==> src/rtl/wdt_rst_pkg.sv <==
package wdt_rst_pkg;

  // status flags reported by the datapath to the control
  typedef struct packed {
    logic porDone;
    logic wdtAtMax;
    logic pulseBusy;
    logic extSync;
  } wdt_status_t;

  // strobes issued by the control to the datapath
  typedef struct packed {
    logic porStep;
    logic wdtClear;
    logic wdtStep;
    logic wdtTimeout;
    logic pulseStep;
  } wdt_strobe_t;

endpackage

==> src/rtl/wdt_rst_dp.sv <==
module wdt_rst_dp
  import wdt_rst_pkg::*;
#(
  parameter int unsigned PorCycles  = 4064,
  parameter int unsigned WdtBits    = 18,
  parameter int unsigned PulseLen   = 16,
  parameter int unsigned SyncStages = 2,
  parameter int unsigned AddrW      = 13,
  parameter logic [AddrW-1:0] ClearAddr = 13'h1FF0,
  parameter logic [7:0] VectorByte = 8'h00
) (
  input  logic               clk,
  input  logic               powerOnN,
  input  logic               extRstReq,
  input  logic [AddrW-1:0]   addr,
  input  wdt_strobe_t        strb,
  output wdt_status_t        stat,
  output logic [WdtBits-1:0] wdtCount,
  output logic [7:0]         rdData
);

  localparam int unsigned PorW   = $clog2(PorCycles + 1);
  localparam int unsigned PulseW = $clog2(PulseLen + 1);
  localparam logic [PorW-1:0]   PorLast   = PorW'(PorCycles - 1);
  localparam logic [PulseW-1:0] PulseLoad = PulseW'(PulseLen);

  logic [PorW-1:0]       porCnt;
  logic                  porDone;
  logic [PulseW-1:0]     pulseCnt;
  logic [SyncStages-1:0] syncChain;

  // power-up hold counter
  always_ff @(posedge clk or negedge powerOnN) begin
    if (!powerOnN) begin
      porCnt  <= '0;
      porDone <= 1'b0;
    end else if (strb.porStep) begin
      porCnt <= porCnt + 1'b1;
      if (porCnt == PorLast) porDone <= 1'b1;
    end
  end

  // watchdog counter
  always_ff @(posedge clk or negedge powerOnN) begin
    if (!powerOnN) begin
      wdtCount <= '0;
    end else if (strb.wdtClear || strb.wdtTimeout) begin
      wdtCount <= '0;
    end else if (strb.wdtStep) begin
      wdtCount <= wdtCount + 1'b1;
    end
  end

  // timeout pulse length counter
  always_ff @(posedge clk or negedge powerOnN) begin
    if (!powerOnN) begin
      pulseCnt <= '0;
    end else if (strb.wdtTimeout) begin
      pulseCnt <= PulseLoad;
    end else if (strb.pulseStep) begin
      pulseCnt <= pulseCnt - 1'b1;
    end
  end

  // external request synchronizer
  generate
    if (SyncStages == 1) begin : g_sync1
      always_ff @(posedge clk or negedge powerOnN) begin
        if (!powerOnN) syncChain <= '0;
        else           syncChain <= extRstReq;
      end
    end else begin : g_syncN
      always_ff @(posedge clk or negedge powerOnN) begin
        if (!powerOnN) syncChain <= '0;
        else           syncChain <= {syncChain[SyncStages-2:0], extRstReq};
      end
    end
  endgenerate

  always_comb begin
    stat.porDone   = porDone;
    stat.wdtAtMax  = &wdtCount;
    stat.pulseBusy = (pulseCnt != '0);
    stat.extSync   = syncChain[SyncStages-1];
  end

  // read path: the clear address returns the stored vector byte
  assign rdData = (addr == ClearAddr) ? VectorByte : 8'h00;

endmodule

==> src/rtl/wdt_rst_ctrl.sv <==
module wdt_rst_ctrl
  import wdt_rst_pkg::*;
#(
  parameter int unsigned AddrW = 13,
  parameter logic [AddrW-1:0] ClearAddr = 13'h1FF0
) (
  input  logic             wrEn,
  input  logic [AddrW-1:0] addr,
  input  logic             clearBit,
  input  logic             wdtEnable,
  input  logic             progMode,
  input  wdt_status_t      stat,
  output wdt_strobe_t      strb,
  output logic             rstOut
);

  logic serviceHit;
  logic wdtRun;

  always_comb begin
    serviceHit = wrEn && (addr == ClearAddr) && !clearBit;
    rstOut     = !stat.porDone || stat.pulseBusy || stat.extSync;
    wdtRun     = wdtEnable && !progMode && !rstOut;

    strb.porStep    = !stat.porDone;
    strb.wdtTimeout = wdtRun && stat.wdtAtMax && !serviceHit;
    strb.wdtClear   = !wdtRun || serviceHit;
    strb.wdtStep    = wdtRun && !serviceHit && !stat.wdtAtMax;
    strb.pulseStep  = stat.pulseBusy;
  end

endmodule

==> src/rtl/wdt_rst_seq.sv <==
module wdt_rst_seq
  import wdt_rst_pkg::*;
#(
  parameter int unsigned PorCycles = 4064,
  parameter int unsigned WdtBits   = 18,
  parameter int unsigned PulseLen  = 16,
  parameter int unsigned AddrW     = 13,
  parameter logic [AddrW-1:0] ClearAddr = 13'h1FF0,
  parameter logic [7:0] VectorByte = 8'h00
) (
  input  logic             clk,
  input  logic             powerOnN,
  input  logic             extRstReq,
  input  logic             wdtEnable,
  input  logic             progMode,
  input  logic             wrEn,
  input  logic [AddrW-1:0] addr,
  input  logic [7:0]       wrData,
  output logic [7:0]       rdData,
  output logic             rstOut
);

  wdt_status_t        stat;
  wdt_strobe_t        strb;
  logic [WdtBits-1:0] wdtCount;
  logic               porDone;
  logic               pulseBusy;
  logic               extSync;

  wdt_rst_ctrl #(
    .AddrW(AddrW), .ClearAddr(ClearAddr)
  ) i_ctrl (
    .wrEn(wrEn), .addr(addr), .clearBit(wrData[0]),
    .wdtEnable(wdtEnable), .progMode(progMode),
    .stat(stat), .strb(strb), .rstOut(rstOut)
  );

  wdt_rst_dp #(
    .PorCycles(PorCycles), .WdtBits(WdtBits), .PulseLen(PulseLen),
    .SyncStages(2), .AddrW(AddrW), .ClearAddr(ClearAddr),
    .VectorByte(VectorByte)
  ) i_dp (
    .clk(clk), .powerOnN(powerOnN), .extRstReq(extRstReq),
    .addr(addr), .strb(strb), .stat(stat),
    .wdtCount(wdtCount), .rdData(rdData)
  );

  assign porDone   = stat.porDone;
  assign pulseBusy = stat.pulseBusy;
  assign extSync   = stat.extSync;

endmodule

==> config.mk <==
export PLATFORM = sky130hd
export DESIGN_NAME = wdt_rst_seq
export DESIGN_NICKNAME = d
export VERILOG_FILES = /design/src/rtl/wdt_rst_pkg.sv /design/src/rtl/wdt_rst_dp.sv /design/src/rtl/wdt_rst_ctrl.sv /design/src/rtl/wdt_rst_seq.sv
export SDC_FILE = /design/constraint.sdc
export NUM_CORES = 1
export LEC_CHECK = 0
export ABC_AREA = 1
export BUFFER_PORTS_ARGS = -buffer_cell sky130_fd_sc_hd__buf_2
export CAP_MARGIN = 40
export CELL_PAD_IN_SITES_DETAIL_PLACEMENT = 0
export CELL_PAD_IN_SITES_GLOBAL_PLACEMENT = 2
export CORE_MARGIN = 1
export CORE_UTILIZATION = 33
export DETAILED_ROUTE_END_ITERATION = 16
export GPL_TIMING_DRIVEN = 0
export PLACE_DENSITY = 0.78
export SETUP_SLACK_MARGIN = 0.02
export SYNTH_ARGS = -nofsm -noshare
export SYNTH_HDL_FRONTEND = slang
export SYNTH_HIERARCHICAL = 1
export SYNTH_SLANG_ARGS = --single-unit
==> constraint.sdc <==
create_clock -name clk -period 2.79 [get_ports clk]
set_input_delay 0.837 -clock clk [delete_from_list [all_inputs] [get_ports clk]]
set_output_delay 0.837 -clock clk [all_outputs]
set_load 0.01 [all_outputs]
==> results.yml, run 1 <==
outcome:
  run_status: "finished, final reports clean"
power:
  flop_pwr_share_pct: 45.6
  cellInternalPower_mw: 1.02
  total_leakage_power_nw: 1.27
  switchingPower_mw: 0.316
  peakVddDrop_mv: 0.272
  power.share.switching_pct: 23.7
  comb_power_share_pct: 11.6
  clkPwrFrac_pct: 42.8
  ratio_of_total_power_to_cell_area_mw_per_mm2: 517
timing:
  period_share_pct: 88.9
  period_needed_ns: 2.48
  setup_repair_after_global_routing_missed_its_margin: "no"
  report.final.slew_viol_count: 0
  hold-worst-slack_ns: 0.370
  finalSetupViolCount: 0
  fmax_ghz: 0.403
  fin_worst_skew_ns: 0.00446
  fin_tns_setup_ns: 0
  hold_viol_final: 0
die:
  die_width_um: 83.6
  io_pins: 36
  fp.coreArea_mm2: 0.00639
  placementRows: 29
  fp.dieH_um: 83.6
  floorplan.die_area_mm2: 0.00699
  initial_utilization_pct: 34.4
clock_network:
  insertion_delay_of_the_later_clocked_pin_in_the_worst_skew_pair_ns: 0.30
  path_clk_slew_ns: 0.08
  number_of_buffers_created_by_cts: 5
  tritoncts: "built"
  post_cts_setup_driven_buffer_insertion_count: 0
  max-clock-path-buffers: 2
  postCtsResizedCells: 0
  number_of_sinks_on_the_clock_net: 38
  number_of_hold_buffers_added_after_cts: 0
  clock-root-buffer: "clkbuf_8"
  h_tree_depth: 2
critical_path:
  path_common_cell: "inv_1"
  worstSetupPathType: "flop to flop"
  critical_path.cell_chain: "inv_1 > ha_1 > inv_1 > nor3_1 > nand2_1 > inv_1 > nand3_2 > nor3_2 > nand2_2 > nor2_1 > buf_6 > nand3_2 > nor2_4 > nand3_1 > o21ai_1 > a21oi_1"
  crit_arrival_ns: 2.67
  worstPathRequired_ns: 2.98
  critPathCaptureType: "flop"
  crit_path_max_incr_delay_ns: 0.37
  critPathMaxFanout: 10
  worstReg2RegStart: "i_dp/pulseCnt[0]"
  slowest_stage: "dfrtp_1"
  setup.worst_path.start: "i_dp/pulseCnt[0]"
  start_kind: "flop"
drt:
  routed-via-count: 1660
  viasPerCell: 4.32
  antenna_violating_nets_post_route: 0
  totalWireLength_um: 4050
  drt-pass1-iter-count: 4
  drc: 0
  drt-wirelength-per-cell_um: 10.6
  detail_route.iter0.violations: 49
placement:
  gp_congestion: 0.722
  port-buffer-count: 20
  place_hpwl_um: 3130
grt:
  overall_fraction_of_global_route_tracks_in_use_pct: 13.0
  globalRouteOverflowTotal: 0
  grt_max_degree: 25
  grt_antenna_before_repair: 0
  grt_first_pass_wirelength_um: 7270
  first_global_vias: 1624
logic_synthesis:
  postSynthCellCount: 271
  synth_cell_area_mm2: 0.00220
  asyncSetResetFlopFracSynth_pct: 100
  synthDistinctLibCells: 34
  synth.ff_latch_count: 38
  ys_seq_area_share_pct: 43.3
  synth_ff_type: "dfrtp_1"
  synth_enable_flop_cells: 0
  post_synth.cell_area_avg_um2: 8.11
  synth_warn: 6
min_path:
  holdCritPathClass: "flop to flop"
  hold_path.startpoint: "i_dp/syncChain[0]"
cells_and_area:
  final_cell_mix: "nand2_1, dfrtp_1, inv_1, nor2_1, buf_2"
  multiInputGateArea_mm2: 0.00103
  insertedDiodeCount: 0
  design.final.nets: 336
  n_fill_cell: 674
  syn2layout_area_growth_pct: 17.3
  drive_gt1_share_pct: 24.4
  final_common_cell: "nand2_1"
  seqCellArea_um2: 951
flow_run:
  maxCapViolations: 0
metrics by stage:
stage | instance area [µm²] | util [%] | power [mW] | instances | setup slack (ns)
6_report | 2580 | 40.4 | 1.33 | 384 | 0.309
4_1_cts | 2580 | 40.4 | 1.35 | 384 | 0.287
3_5_place_dp | 2440 | 38.2 | 0.777 | 376 | 0.318
5_1_grt | 2580 | 40.4 | 1.40 | 384 | 0.0408
3_3_place_gp | 2420 | 37.9 | 0.769 | 375 | 0.266
2_1_floorplan | 2220 | - | 0.727 | 278 | 0.603
synthesized netlist by cell type, types with 2 or more instances:
cell	instances	area [µm²]
a21oi_1	13	65.1
xnor2_1	3	26.3
nand2_2	7	43.8
nor3_1	6	30.0
xor2_1	8	70.1
nor2_1	34	128
nor2_4	4	45.0
nor2_2	7	43.8
nand3_2	3	30.0
buf_4	11	82.6
nand3_1	13	65.1
nand4_2	2	25.0
nand2_1	53	199
o21ai_0	8	40.0
o21ai_1	2	10.0
inv_1	37	139
ha_1	3	37.5
dfrtp_1	38	951
nand4_1	4	25.0
critical path: cells and delay by family (launching register included):
family | cells | cell delay (ns)
adders and majority gates | 1 | 0.20
DFF | 1 | 0.37
and+or+nand+nor | 9 | 1.22
AOI/OAI and AO/OA | 2 | 0.19
buffers and inverters | 4 | 0.41
cell type report:
| cell class | count | share of cell area [%] |
|---|---|---|
| Inverter | 38 | 5.53 |
| Timing Repair Buffer | 21 | 4.66 |
| Sequential cell | 38 | 36.9 |
| Tap cell | 77 | 3.74 |
| Buffer | 13 | 3.83 |
| Clock inverter | 3 | 2.67 |
| Multi-Input combinational cell | 189 | 40.0 |
| Clock buffer | 5 | 2.67 |
power groups by stage:
stage	Clock, mW	Combinational (mW)	Sequential (mW)
after floorplan	0	0.112	0.615
after global placement	0	0.151	0.618
after detailed placement	0	0.157	0.619
after CTS	0.590	0.157	0.608
after global routing	0.613	0.179	0.612
final	0.571	0.155	0.608
worst paths after layout:
path / endpoint / slack (ns) / cells after the start
max: i_dp/wdtCount[10] / 0.31 / 16
min: i_dp/syncChain[1] / 0.37 / 0
max reg2reg: i_dp/wdtCount[10] / 0.31 / 16
min reg2reg: i_dp/syncChain[1] / 0.37 / 0
max in group asynchronous: i_dp/wdtCount[12] / 1.89 / 2
min in group asynchronous: i_dp/pulseCnt[0] / 0.45 / 1
registers in the layout, indices dropped and copies added, names as in the netlist:
name	cells
i_dp/wdtCount	18
i_dp/pulseCnt	5
i_dp/syncChain	2
i_dp/porCnt	12
i_dp/porDone	1
routing by layer:
metal	vias up	wire [µm]	global-route usage, %
li1	896	-	-
met1	741	1970	16.6
met2	15	1900	21.4
met3	8	107	2.97
met4	0	74	5.08
met5	-	0	0
kinds of logic (layout without fill, tap and decap cells):
logic type	Yosys count	after routing	synth area share, %
other	1	8	0.171
multiplexers	1	1	0.512
AO/OA/AOI/OAI	25	25	5.92
buffers and inverters	51	80	11.0
adder cells (fa/ha/maj)	3	3	1.71
XOR/XNOR	11	11	4.38
AND/OR/NAND/NOR	141	141	33.1
flip-flops	38	38	43.3
No activity file was read; power rests on OpenSTA's default activity.
==> inputs of run 2 (changes only) <==
--- a/config.mk
+++ b/config.mk
@@ -11,10 +11,10 @@
 export CELL_PAD_IN_SITES_DETAIL_PLACEMENT = 0
 export CELL_PAD_IN_SITES_GLOBAL_PLACEMENT = 2
 export CORE_MARGIN = 1
-export CORE_UTILIZATION = 33
+export CORE_UTILIZATION = 35
 export DETAILED_ROUTE_END_ITERATION = 16
 export GPL_TIMING_DRIVEN = 0
-export PLACE_DENSITY = 0.78
+export PLACE_DENSITY = 0.82
 export SETUP_SLACK_MARGIN = 0.02
 export SYNTH_ARGS = -nofsm -noshare
 export SYNTH_HDL_FRONTEND = slang
==> constraint.sdc (replaced) <==
create_clock -name clk -period 2.9 [get_ports clk]
set_input_delay 0.87 -clock clk [delete_from_list [all_inputs] [get_ports clk]]
set_output_delay 0.87 -clock clk [all_outputs]
set_load 0.01 [all_outputs]
==> results.yml, run 2 (same netlist as run 1, synthesis figures left out) <==
outcome:
  run_status: "finished, final reports clean"
critical_path:
  crit_arrival_ns: 2.66
  slowest_stage: "dfrtp_1"
  critPathMaxFanout: 9
  worstPathRequired_ns: 3.08
  worstSetupPathType: "flop to flop"
  critical_path.cell_chain: "inv_1 > ha_1 > inv_1 > nor3_1 > nand2_1 > inv_1 > nand3_2 > nor3_2 > nand2_2 > nor2_1 > nor2_4 > inv_1 > o21ai_0 > nor2_2 > nand2_1 > nand2_1 > nor2_1"
  crit_path_max_incr_delay_ns: 0.36
  start_kind: "flop"
  path_common_cell: "inv_1"
  critPathCaptureType: "flop"
drt:
  antenna_violating_nets_post_route: 0
  drc: 0
  drt-wirelength-per-cell_um: 10.5
  routed-via-count: 1642
  totalWireLength_um: 4010
  drt-pass1-iter-count: 4
  viasPerCell: 4.30
  detail_route.iter0.violations: 35
clock_network:
  tritoncts: "built"
  h_tree_depth: 2
  post_cts_setup_driven_buffer_insertion_count: 0
  clock-root-buffer: "clkbuf_8"
  max-clock-path-buffers: 2
  number_of_hold_buffers_added_after_cts: 0
  number_of_buffers_created_by_cts: 5
  postCtsResizedCells: 0
  path_clk_slew_ns: 0.08
  number_of_sinks_on_the_clock_net: 38
  insertion_delay_of_the_later_clocked_pin_in_the_worst_skew_pair_ns: 0.29
placement:
  gp_congestion: 0.760
  numPlacedInstances: 374
  port-buffer-count: 20
  placed_area_mm2: 0.00244
  place_hpwl_um: 2990
grt:
  globalRouteOverflowTotal: 0
  grt_antenna_before_repair: 0
  overall_fraction_of_global_route_tracks_in_use_pct: 13.7
  first_global_vias: 1541
  grt_first_pass_wirelength_um: 6840
  grt_max_degree: 37
power:
  cellInternalPower_mw: 0.890
  clkPwrFrac_pct: 38.2
  design_power_total_mw: 1.19
  total_leakage_power_nw: 1.26
  flop_pwr_share_pct: 49.1
  peakVddDrop_mv: 0.248
  power.share.switching_pct: 25.1
  switchingPower_mw: 0.298
  comb_power_share_pct: 12.6
  ratio_of_total_power_to_cell_area_mw_per_mm2: 466
die:
  fp.coreArea_mm2: 0.00599
  fp.dieH_um: 81.3
  io_pins: 36
  die_width_um: 81.3
  placementRows: 28
  initial_utilization_pct: 36.7
  floorplan.die_area_mm2: 0.00660
cells_and_area:
  regMostFlops: "i_dp/wdtCount"
  syn2layout_area_growth_pct: 16.1
  drive_gt1_share_pct: 24.4
  fin_cells: 382
  top_regs: "i_dp/wdtCount: 18 flops, i_dp/porCnt: 12 flops, i_dp/pulseCnt: 5 flops"
  design.final.nets: 336
  final_cell_mix: "nand2_1, dfrtp_1, inv_1, nor2_1, buf_2"
  final_common_cell: "nand2_1"
  utilization_pct: 42.6
  post-route-cell-area_mm2: 0.00255
  insertedDiodeCount: 0
  largest_register_ff_count: 18
  n_fill_cell: 616
flow_run:
  maxCapViolations: 0
timing:
  setup_repair_after_global_routing_missed_its_margin: "no"
  hold_viol_final: 0
  period_needed_ns: 2.48
  fmax_ghz: 0.403
  report.final.slew_viol_count: 0
  fin_worst_skew_ns: 0.00600
  finalSetupViolCount: 0
  fin_tns_setup_ns: 0
  period_share_pct: 85.5
min_path:
  holdCritPathClass: "flop to flop"
run 2: worst paths after layout:
| check | end | startpoint | slack, ns | cells after the start |
|---|---|---|---|---|
| max reg2reg | i_dp/wdtCount[15] | i_dp/pulseCnt[0] | 0.42 | 17 |
| max in group asynchronous | i_dp/wdtCount[3] | powerOnN | 2.14 | 2 |
| max | i_dp/wdtCount[15] | i_dp/pulseCnt[0] | 0.42 | 17 |
| min | i_dp/syncChain[1] | i_dp/syncChain[0] | 0.35 | 0 |
| min in group asynchronous | i_dp/pulseCnt[0] | powerOnN | 0.37 | 1 |
| min reg2reg | i_dp/syncChain[1] | i_dp/syncChain[0] | 0.35 | 0 |
run 2: layer usage:
| metal | up-vias | part of all wire (%) | GRT usage, % |
|---|---|---|---|
| met1 | 730 | 51 | 16.7 |
| met3 | 2 | 2.1 | 3.37 |
| met4 | 0 | 0.52 | 4.29 |
| met2 | 9 | 47 | 23.6 |
| met5 | - | 0 | 0 |
| li1 | 901 | - | - |
run 2: area by class of cell:
cell class | instances | area [µm²] | area share, %
Tap cell | 75 | 93.8 | 3.68
Buffer | 13 | 98.8 | 3.87
Multi-Input combinational cell | 189 | 1030 | 40.4
Clock inverter | 3 | 45.0 | 1.76
Sequential cell | 38 | 951 | 37.3
Clock buffer | 5 | 68.8 | 2.70
Inverter | 38 | 143 | 5.59
Timing Repair Buffer | 21 | 120 | 4.71
run 2: per-stage QoR:
| step | setup slack, ns | hold WS, ns |
|---|---|---|
| finish | 0.420 | 0.354 |
| global route | 0.106 | 0.353 |
| CTS | 0.398 | 0.358 |
| detailed placement | 0.427 | 0.342 |
| global placement | 0.415 | 0.337 |
| floorplan | 0.713 | 0.331 |
run 2: power groups by stage:
stage | registers [mW] | clock network, mW | logic [mW]
final | 0.584 | 0.454 | 0.150
after floorplan | 0.591 | 0 | 0.108
after global routing | 0.590 | 0.495 | 0.178
after CTS | 0.584 | 0.473 | 0.150
after detailed placement | 0.595 | 0 | 0.149
after global placement | 0.595 | 0 | 0.147
run 2: critical path: cells and delay by family (launching register included):
family                   cells  cell delay (ns)
AND/OR/NAND/NOR             11             1.38
AO/OA/AOI/OAI                1             0.09
adder cells (fa/ha/maj)      1             0.19
flip-flops                   1             0.36
buffers and inverters        4             0.35
==> inputs of run 3 (changes only) <==
--- a/config.mk
+++ b/config.mk
@@ -11,10 +11,10 @@
 export CELL_PAD_IN_SITES_DETAIL_PLACEMENT = 0
 export CELL_PAD_IN_SITES_GLOBAL_PLACEMENT = 2
 export CORE_MARGIN = 1
-export CORE_UTILIZATION = 35
+export CORE_UTILIZATION = 33
 export DETAILED_ROUTE_END_ITERATION = 16
 export GPL_TIMING_DRIVEN = 0
-export PLACE_DENSITY = 0.82
+export PLACE_DENSITY_LB_ADDON = 0.05
 export SETUP_SLACK_MARGIN = 0.02
 export SYNTH_ARGS = -nofsm -noshare
 export SYNTH_HDL_FRONTEND = slang
==> constraint.sdc (replaced) <==
create_clock -name clk -period 2.4 [get_ports clk]
set_input_delay 0.72 -clock clk [delete_from_list [all_inputs] [get_ports clk]]
set_output_delay 0.72 -clock clk [all_outputs]
set_load 0.01 [all_outputs]
==> results.yml, run 3 (same netlist as run 1, synthesis figures left out) <==
placement:
  place_hpwl_um: 3230
  placed_area_mm2: 0.00244
  dpl_worst_slack_ns: -0.0807
  numPlacedInstances: 376
  port-buffer-count: 20
  gp_congestion: 0.737
critical_path:
  critPathCaptureType: "flop"
  critPathMaxFanout: 5
  worstReg2RegStart: "i_dp/pulseCnt[0]"
  setup.worst_path.start: "i_dp/pulseCnt[0]"
  worstPathRequired_ns: 2.59
  worstSetupPathType: "flop to flop"
  crit_arrival_ns: 2.56
  start_kind: "flop"
die:
  initial_utilization_pct: 34.4
  io_pins: 36
  placementRows: 29
  fp.coreArea_mm2: 0.00639
  die_width_um: 83.6
  floorplan.die_area_mm2: 0.00699
  fp.dieH_um: 83.6
cells_and_area:
  post-route-cell-area_mm2: 0.00278
  insertedDiodeCount: 0
  drive_gt1_share_pct: 32.9
  design.final.nets: 348
  final_common_cell: "nand2_1"
  syn2layout_area_growth_pct: 26.6
  final_cell_mix: "nand2_1, dfrtp_1, inv_1, nor2_1, buf_4"
  fin_cells: 396
  largest_register_ff_count: 18
  n_fill_cell: 648
  regMostFlops: "i_dp/wdtCount"
  utilization_pct: 43.6
  top_regs: "i_dp/wdtCount: 18 flops, i_dp/porCnt: 12 flops, i_dp/pulseCnt: 5 flops"
timing:
  hold-worst-slack_ns: 0.330
  hold_viol_final: 0
  setup_repair_after_global_routing_missed_its_margin: "yes"
  fin_tns_setup_ns: 0
  report.final.slew_viol_count: 0
  period_share_pct: 98.6
  finalSetupViolCount: 0
  fmax_ghz: 0.423
  period_needed_ns: 2.37
  fin_worst_setup_slack_ns: 0.0333
  fin_worst_skew_ns: 0.00728
clock_network:
  insertion_delay_of_the_later_clocked_pin_in_the_worst_skew_pair_ns: 0.29
  h_tree_depth: 2
  tritoncts: "built"
  number_of_sinks_on_the_clock_net: 38
  path_clk_slew_ns: 0.08
  number_of_buffers_created_by_cts: 5
  clock-root-buffer: "clkbuf_8"
  max-clock-path-buffers: 2
min_path:
  holdCritPathClass: "input port to asynchronous set/reset pin"
power:
  design_power_total_mw: 1.62
  peakVddDrop_mv: 0.216
  total_leakage_power_nw: 1.34
  ratio_of_total_power_to_cell_area_mw_per_mm2: 583
drt:
  routed-via-count: 1715
  detail_route.iter0.violations: 64
  totalWireLength_um: 4450
  drt-pass1-iter-count: 4
  drc: 0
  antenna_violating_nets_post_route: 0
  viasPerCell: 4.33
  drt-wirelength-per-cell_um: 11.2
grt:
  grt_antenna_before_repair: 0
  grt_max_degree: 26
  grt_first_pass_wirelength_um: 7530
  globalRouteOverflowTotal: 0
  first_global_vias: 1615
  overall_fraction_of_global_route_tracks_in_use_pct: 13.5
outcome:
  run_status: "finished, final reports clean"
flow_run:
  maxCapViolations: 0
==> run 3: changes by cell type in the layout (fill, tap and decap cells not counted), sizes merged <==
cell,previous run,this run
bufinv,1,2
buf,34,45
clkbuf,5,6
clkinvlp,2,0
clkinv,0,1
==> run 3: what timing repair did <==
| item | 4_1_cts | 5_1_grt |
|---|---|---|
| pin swaps | 2 | 15 |
| hold buffers | 0 | 0 |
| buffers inserted | 3 | 9 |
| gates resized for setup | 2 | 31 |
| endpoints found under the setup margin | 11 | 17 |
==> run 3: path summary, 6_finish.rpt <==
check                      cells after the start           endpoint  slack [ns]
max                                           16  i_dp/wdtCount[11]        0.03
min                                            1     i_dp/porCnt[0]        0.33
max reg2reg                                   16  i_dp/wdtCount[11]        0.03
min reg2reg                                    0  i_dp/syncChain[1]        0.36
max in group asynchronous                      2   i_dp/wdtCount[8]        1.60
min in group clk                               0  i_dp/syncChain[1]        0.36
==> run 3: metal layers <==
metal | track usage (%) | vias to the layer above | routed length [µm]
met5 | 0 | - | 0
met4 | 4.16 | 0 | 44
met3 | 3.86 | 4 | 221
met2 | 21.5 | 35 | 2060
met1 | 17.9 | 755 | 2120
li1 | - | 921 | -
==> run 3: cell type report <==
cell class	count	area, µm²	share of cell area [%]
Multi-Input combinational cell	189	1120	40.1
Sequential cell	38	951	34.2
Timing Repair Buffer	33	228	8.18
Inverter	38	153	5.49
Buffer	13	101	3.64
Tap cell	77	96.3	3.46
Clock buffer	5	68.8	2.47
Clock inverter	3	68.8	2.47
==> run 3: worst max-delay path, stage by stage (launching register included) <==
cell and delay, ns:
dfrtp_1 0.38, inv_2 0.09, ha_4 0.15, inv_4 0.04, nor3_4 0.18, nand2_2 0.08
inv_2 0.05, nand3_2 0.07, nor3_2 0.20, nand2_2 0.12, nor2_2 0.13, buf_6 0.15
inv_8 0.04, nor3_4 0.24, nand2_2 0.11, nor3_2 0.18, nor2_1 0.06
==> run 3: where the power goes <==
part	internal, mW	switching (mW)
registers	0.686	0.0329
logic	0.110	0.127
clock network	0.417	0.248
